File: config.mk
export PLATFORM = sky130hd
export DESIGN_NAME = fp_cond_eval
export DESIGN_NICKNAME = d
export VERILOG_FILES = /design/src/rtl/fp_cond_eval.sv
export SDC_FILE = /design/constraint.sdc
export NUM_CORES = 1
export LEC_CHECK = 0
export ABC_AREA = 1
export BUFFER_PORTS_ARGS = -buffer_cell sky130_fd_sc_hd__buf_2
export CORE_ASPECT_RATIO = 2
export CORE_MARGIN = 1
export CORE_UTILIZATION = 55
export DETAILED_ROUTE_END_ITERATION = 6
export GPL_TIMING_DRIVEN = 0
export PLACE_DENSITY_LB_ADDON = 0.3
export SETUP_SLACK_MARGIN = 0.1
export SLEW_MARGIN = 20
export SYNTH_ARGS = -nofsm -noshare
export SYNTH_HDL_FRONTEND = slang
export SYNTH_SLANG_ARGS = --single-unit
File: constraint.sdc
create_clock -name clk -period 1.2 [get_ports clk]
set_clock_uncertainty 0.1 [all_clocks]
set_input_delay 0 -clock clk [delete_from_list [all_inputs] [get_ports clk]]
set_output_delay 0 -clock clk [all_outputs]
set_load 0.01 [all_outputs]
File: src/rtl/fp_cond_eval.sv
module fp_cond_eval (
  input  logic        clk,
  input  logic        rst_n,
  input  logic        in_valid,
  input  logic [5:0]  pred,
  input  logic [1:0]  kind,
  input  logic [31:0] stat_in,
  input  logic [7:0]  exc_en,
  input  logic [15:0] disp_a,
  input  logic [15:0] disp_b,
  input  logic [15:0] count_in,
  output logic        out_valid,
  output logic        result,
  output logic        illegal,
  output logic        trap,
  output logic [31:0] advance,
  output logic [31:0] stat_out,
  output logic [15:0] count_out
);
  localparam int FL_N   = 27;
  localparam int FL_Z   = 26;
  localparam int FL_NAN = 24;
  localparam int EXC_HI = 15;
  localparam int EXC_LO = 8;
  localparam logic [1:0] K_TEST = 2'd0, K_SHORT = 2'd1, K_LONG = 2'd2, K_LOOP = 2'd3;

  wire legal   = ~pred[5];
  wire negate  = pred[3];
  wire [2:0] sel = pred[2:0] ^ {3{negate}};
  wire fn = stat_in[FL_N];
  wire fz = stat_in[FL_Z];
  wire fq = stat_in[FL_NAN];

  logic base;
  always_comb begin
    case (sel)
      3'd0: base = 1'b0;
      3'd1: base = fz;
      3'd2: base = ~(fq | fz | fn);
      3'd3: base = fz | ~(fq | fn);
      3'd4: base = fn & ~fq & ~fz;
      3'd5: base = fz | (fn & ~fq);
      3'd6: base = ~(fq | fz);
      default: base = ~fq;
    endcase
  end

  wire cond = legal & (base ^ negate);
  wire bsun = legal & pred[4] & fq;
  wire [31:0] stat_n = legal ? {stat_in[31:EXC_HI+1], bsun, 7'b0, stat_in[EXC_LO-1:0]} : stat_in;
  wire trap_n = legal & |(stat_n[EXC_HI:EXC_LO] & exc_en);
  wire go = cond & ~trap_n;
  wire [31:0] sdisp = {{16{disp_a[15]}}, disp_a};
  wire [31:0] ldisp = {disp_a, disp_b};

  logic [31:0] adv_n;
  logic [15:0] cnt_n;
  always_comb begin
    cnt_n = count_in;
    case (kind)
      K_TEST:  adv_n = 32'd4;
      K_SHORT: adv_n = go ? sdisp + 32'd2 : 32'd4;
      K_LONG:  adv_n = go ? ldisp + 32'd2 : 32'd6;
      default: begin
        adv_n = 32'd6;
        if (legal && !trap_n && !cond) begin
          cnt_n = count_in - 16'd1;
          if (count_in != 16'd0) adv_n = sdisp + 32'd4;
        end
      end
    endcase
  end

  always_ff @(posedge clk or negedge rst_n) begin
    if (!rst_n) begin
      out_valid <= 1'b0;
      result    <= 1'b0;
      illegal   <= 1'b0;
      trap      <= 1'b0;
      advance   <= '0;
      stat_out  <= '0;
      count_out <= '0;
    end else begin
      out_valid <= in_valid;
      if (in_valid) begin
        result    <= cond;
        illegal   <= ~legal;
        trap      <= trap_n;
        advance   <= adv_n;
        stat_out  <= stat_n;
        count_out <= cnt_n;
      end
    end
  end
endmodule

==> flow_summary.toml, run 1 <==
[synthesis]
muxShareOfSynthArea_pct = 0
yosysTopAreaCellShare_pct = 36.5
synth_top_family_by_area = "simple AND/OR/NAND/NOR gates"
synth_area_mm2 = 0.00576
synthTopCellsByArea = "dfrtp_1, nand2_1, nor2_1, nand3_1, inv_1"
synth_xor_area_share_pct = 3.65
syn_area_per_cell_um2 = 6.24
yosys.area_share.adder_pct = 0.869
syn_inst = 923
yosysTopAreaCell = "dfrtp_1"
yosys.area_share.simple_pct = 45.6
ys_warn_count = 0
ys_ff_latch = 84
yosysSeqAreaShare_pct = 36.5
synth_cell_type_count = 33
synth-compound-area-share_pct = 6.17
syn_nets = 1026

[placement]
placement.io_buffers = 180
place_area_mm2 = 0.00691
finalWeightedCongestion = 0.998
place_ws_ns = -1.01
dp_hpwl_um = 16100

[global_routing]
grt_max_degree = 59
grt_usage_pct = 70.9
gr-total-overflow = 27

[floorplanning]
die_h_um = 147
fp.dieW_um = 74.4
ios = 183
floorplan.initialDensity_pct = 56.8
rows = 52

[run_status]
outcome = "stopped before the end"
lastStage = "global routing (5_1_grt)"
stop_error = "[ERROR GRT-0232] Routing congestion too high. Check the congestion heatmap in the GUI."

[clock_network]
cts_buffers = 9
cts_root_buf = "clkbuf_16"
htree_levels = 3
clk_path_buf_depth = 2
clock-sinks = 84

[sta]
worst_endpoint = "count_out[8]$_DFFE_PN0P_/D"
endpoint_type = "sequential cell input"
## stage by stage
stage / TNS, ns / cells
2_1_floorplan: -8.48 / 923
3_3_place_gp: -89.31 / 1238
3_5_place_dp: -41.10 / 1239
4_1_cts: -1.07 / 1326
## repair_timing
item,4_1_cts
endpoints found under the setup margin,63
hold buffers,49
gates resized for setup,118
buffers inserted,18
gates cloned,4
pin swaps,36
hold endpoints to repair,133
## kinds of logic after synthesis
logic type                 Yosys count
buffers and inverters               99
and+or+nand+nor                    645
adders and majority gates            4
DFF                                 84
xor gates and xnor gates            24
AOI/OAI and AO/OA                   67
## synth_stat cells, drive strengths merged
cell / instances
nand3: 72
o211ai: 3
nor4: 2
inv: 68
dfrtp: 84
o21ai: 43
buf: 13
a21oi: 15
nor3: 4
nor2: 175
a31oi: 2
xor2: 21
o31ai: 2
nand4: 8
or2: 4
clkinv: 2
nand2: 377
xnor2: 3
clkbuf: 16
o21bai: 2
ha: 4
nand3b: 3
## metal layers
layer	overflow	global-route usage, %
met5	0	15.2
met4	13	65.0
met3	0	51.9
met2	13	88.2
met1	1	73.9
==> run 2: changes to the inputs <==
--- a/config.mk
+++ b/config.mk
@@ -7,13 +7,11 @@
 export LEC_CHECK = 0
 export ABC_AREA = 1
 export BUFFER_PORTS_ARGS = -buffer_cell sky130_fd_sc_hd__buf_2
-export CORE_ASPECT_RATIO = 2
 export CORE_MARGIN = 1
-export CORE_UTILIZATION = 55
+export CORE_UTILIZATION = 40
 export DETAILED_ROUTE_END_ITERATION = 6
 export GPL_TIMING_DRIVEN = 0
-export PLACE_DENSITY_LB_ADDON = 0.3
-export SETUP_SLACK_MARGIN = 0.1
+export PLACE_DENSITY_LB_ADDON = 0.15
 export SLEW_MARGIN = 20
 export SYNTH_ARGS = -nofsm -noshare
 export SYNTH_HDL_FRONTEND = slang
==> run 2 against run 1 <==
  * Synthesized cell count is the same
  * Synthesized area is the same
  * The flow now finishes, with violations (hold timing, setup timing)
==> flow_summary.toml, run 2 <==
[clock_network]
ctsHoldBuffers = 53
cts_buffers = 9
clkTransAtPathRegs_ns = 0.07
cts_root_buf = "clkbuf_16"
clk_path_buf_depth = 2
clkLatencyLatePin_ns = 0.34
htree_levels = 3
clock-sinks = 84
cts_tree = "done"

[global_routing]
grt_usage_pct = 27.6
grt_use_met1_pct = 33.4
grt_pass1_vias = 6747
antenna_found_initial = 0
gr-total-overflow = 0
grt_pass1_wl_um = 31800
grt-busiest-layer = "met2"
grt_util_met2_pct = 47.7
grt_max_degree = 46
use_met3_pct = 4.82

[sta]
period_share_pct = 105
tightest_slew_ns = 0.726
hold_viol_final = 4
hold_ws_ns = -0.144
final-setup-viol-count = 32
worst_slack_ns = -0.0642
slew_headroom_pct = 51.6
rsz0062_at_grt = "yes"
period_needed_ns = 1.26
slew_violations = 0
fmax_mhz = 791

[synthesis]
synth-edff-count = 0
synth.most_common_cell = "nand2_1"
async_flop_share_pct = 100
synth_area_mm2 = 0.00576
synth_cell_type_count = 33
yosysSeqAreaShare_pct = 36.5
yosysTopAreaCellShare_pct = 36.5
ys_warn_count = 0
synth_ff_type = "dfrtp_1"
ys_ff_latch = 84
syn_area_per_cell_um2 = 6.24
syn_nets = 1026
synthTopCellsByCount = "nand2_1, nor2_1, dfrtp_1, nand3_1, inv_1"
syn_inst = 923
yosysTopAreaCell = "dfrtp_1"
synthTopCellsByArea = "dfrtp_1, nand2_1, nor2_1, nand3_1, inv_1"

[power]
pwr-share-clk_pct = 36.6
leakagePower_nw = 4.41
p_seq_share_pct = 38.6
comb_power_share_pct = 24.8
ir_drop_uv = 674
intPower_mw = 5.59
powerDensity_mw_per_mm2 = 971
switching_share_pct = 32.1
switchingPower_mw = 2.64

[placement]
place_ws_ns = -0.845
finalWeightedCongestion = 0.974
placement.io_buffers = 180
dp_hpwl_um = 14800

[setup_path]
crit_chain = "buf_12 > buf_8 > nand3_2 > nand2_2 > nor2_4 > nand2_2 > nor2_4 > nand2_4 > nor2_4 > nand3_4 > nand2_4 > buf_6 > nor2_1 > nor2_1"
cp_common_cell = "nor2_4"
setup.worst_path.end_class = "register"
worstSetupPathType = "in2reg"
cp_slowest_cell = "nor2_4"
max_stage_delay_ns = 0.20
cp_top_family = "simple AND/OR/NAND/NOR gates"
reg2reg_slack_ns = 0.43
required_ns = 1.38
worstPathMaxFanout = 8
start_kind = "primary input"
cp.arrival_ns = 1.45
cp_num_buf_inv = 3

[worst_hold_path]
hold_class = "in2reg"

[run_status]
failed_checks = "hold timing, setup timing"
outcome = "finished with violations"

[floorplanning]
die_area_mm2 = 0.0149
rows = 43
floorplan.initialDensity_pct = 41.2
ios = 183
die_h_um = 122
fp.dieW_um = 122
core_area_mm2 = 0.0140

[finish]
layout_common_cells = "nand2_1, buf_2, nor2_1"
final_util_pct = 60.6
final_common_cell = "nand2_1"
diodes = 0
layout.nets = 1299
drive_gt1_share_pct = 28.6
reg_top3 = "advance: 32 flops, stat_out: 32 flops, count_out: 16 flops"
area_growth_pct = 47.2

[route]
avgRoutedWirePerCell_um = 14.7
drt_pass1_iterations = 5
routed_wl_um = 20300
ant_nets = 0
vias_per_cell = 5.01
routed-via-count = 6918
drc_errors = 0
drtIter0Drc = 416

[flow_run]
cap_violations = 0
-- run 2: cell counts after synthesis --
No cell type changed its count.
-- run 2: final timing paths --
check / cells after the start / endpoint / from
hold / removal: 4 / count_out[0] / count_in[0]
setup reg to reg: 2 / stat_out[11] / stat_out[11]
setup / recovery: 14 / advance[27] / pred[5]
min in group asynchronous: 2 / count_out[4] / rst_n
hold reg to reg: 2 / stat_out[25] / stat_out[25]
max in group asynchronous: 3 / stat_out[16] / rst_n
-- run 2: timing repair --
item / 4_1_cts / 5_1_grt
pin swaps: 12 / 29
gates cloned: 1 / 1
gates resized for setup: 52 / 83
setup buffers: 12 / 14
endpoints found under the hold margin: 130 / 2
setup endpoints to repair: 52 / 49
-- run 2: layer usage --
layer  routed length, µm  share of wire, %  up-vias
li1                    -                 -     3434
met1                8490                42     3201
met2                9890                49      234
met3                1160               5.7       49
met4                 759               3.7        0
met5                   0                 0        -
-- run 2: final cells by class --
| class | count | area, µm² |
|---|---|---|
| Timing Repair Buffer | 262 | 1720 |
| Sequential cell | 84 | 2100 |
| Fill cell | 1382 | 5510 |
| Multi-Input combinational cell | 740 | 3650 |
| Clock inverter | 6 | 70.1 |
| Tap cell | 180 | 225 |
| Inverter | 70 | 275 |
| Buffer | 29 | 203 |
| Clock buffer | 10 | 239 |
-- run 2: through the flow --
stage / hold slack (ns) / power, mW / std cells / cell area [µm²] / TNS (ns)
after global routing: -0.140 / 8.62 / 1381 / 8480 / -5.30
after CTS: -0.179 / 8.12 / 1366 / 8090 / -1.61
final: -0.144 / 8.23 / 1381 / 8480 / -0.961
after floorplan: -0.396 / 4.11 / 923 / 5810 / -8.48
after detailed placement: -0.0746 / 4.91 / 1284 / 6970 / -37.25
after global placement: 0.0277 / 4.88 / 1283 / 6940 / -97.85
-- run 2: power groups by stage --
stage | Combinational [mW] | Clock [mW] | Sequential (mW)
after global placement | 1.66 | 0 | 3.22
final | 2.04 | 3.01 | 3.17
after CTS | 1.90 | 3.05 | 3.18
after detailed placement | 1.68 | 0 | 3.23
after global routing | 2.26 | 3.16 | 3.21
after floorplan | 0.763 | 0 | 3.35
-- run 2: logic make-up (layout without fill, tap and decap cells) --
group                    after synthesis  count (layout)  synth area share (%)
AND/OR/NAND/NOR                      645             645                  45.6
buffers and inverters                 99             377                  7.25
XOR/XNOR                              24              24                  3.65
adder cells (fa/ha/maj)                4               4                 0.869
AO/OA/AOI/OAI                         67              67                  6.17
flip-flops                            84              84                  36.5
-- run 2: tightest hold or removal path, stage by stage --
cell     delay (ns)
buf_2          0.11
nand2_2        0.05
nand3_1        0.06
nand2_1        0.05
No activity file was read; power rests on OpenSTA's default activity.
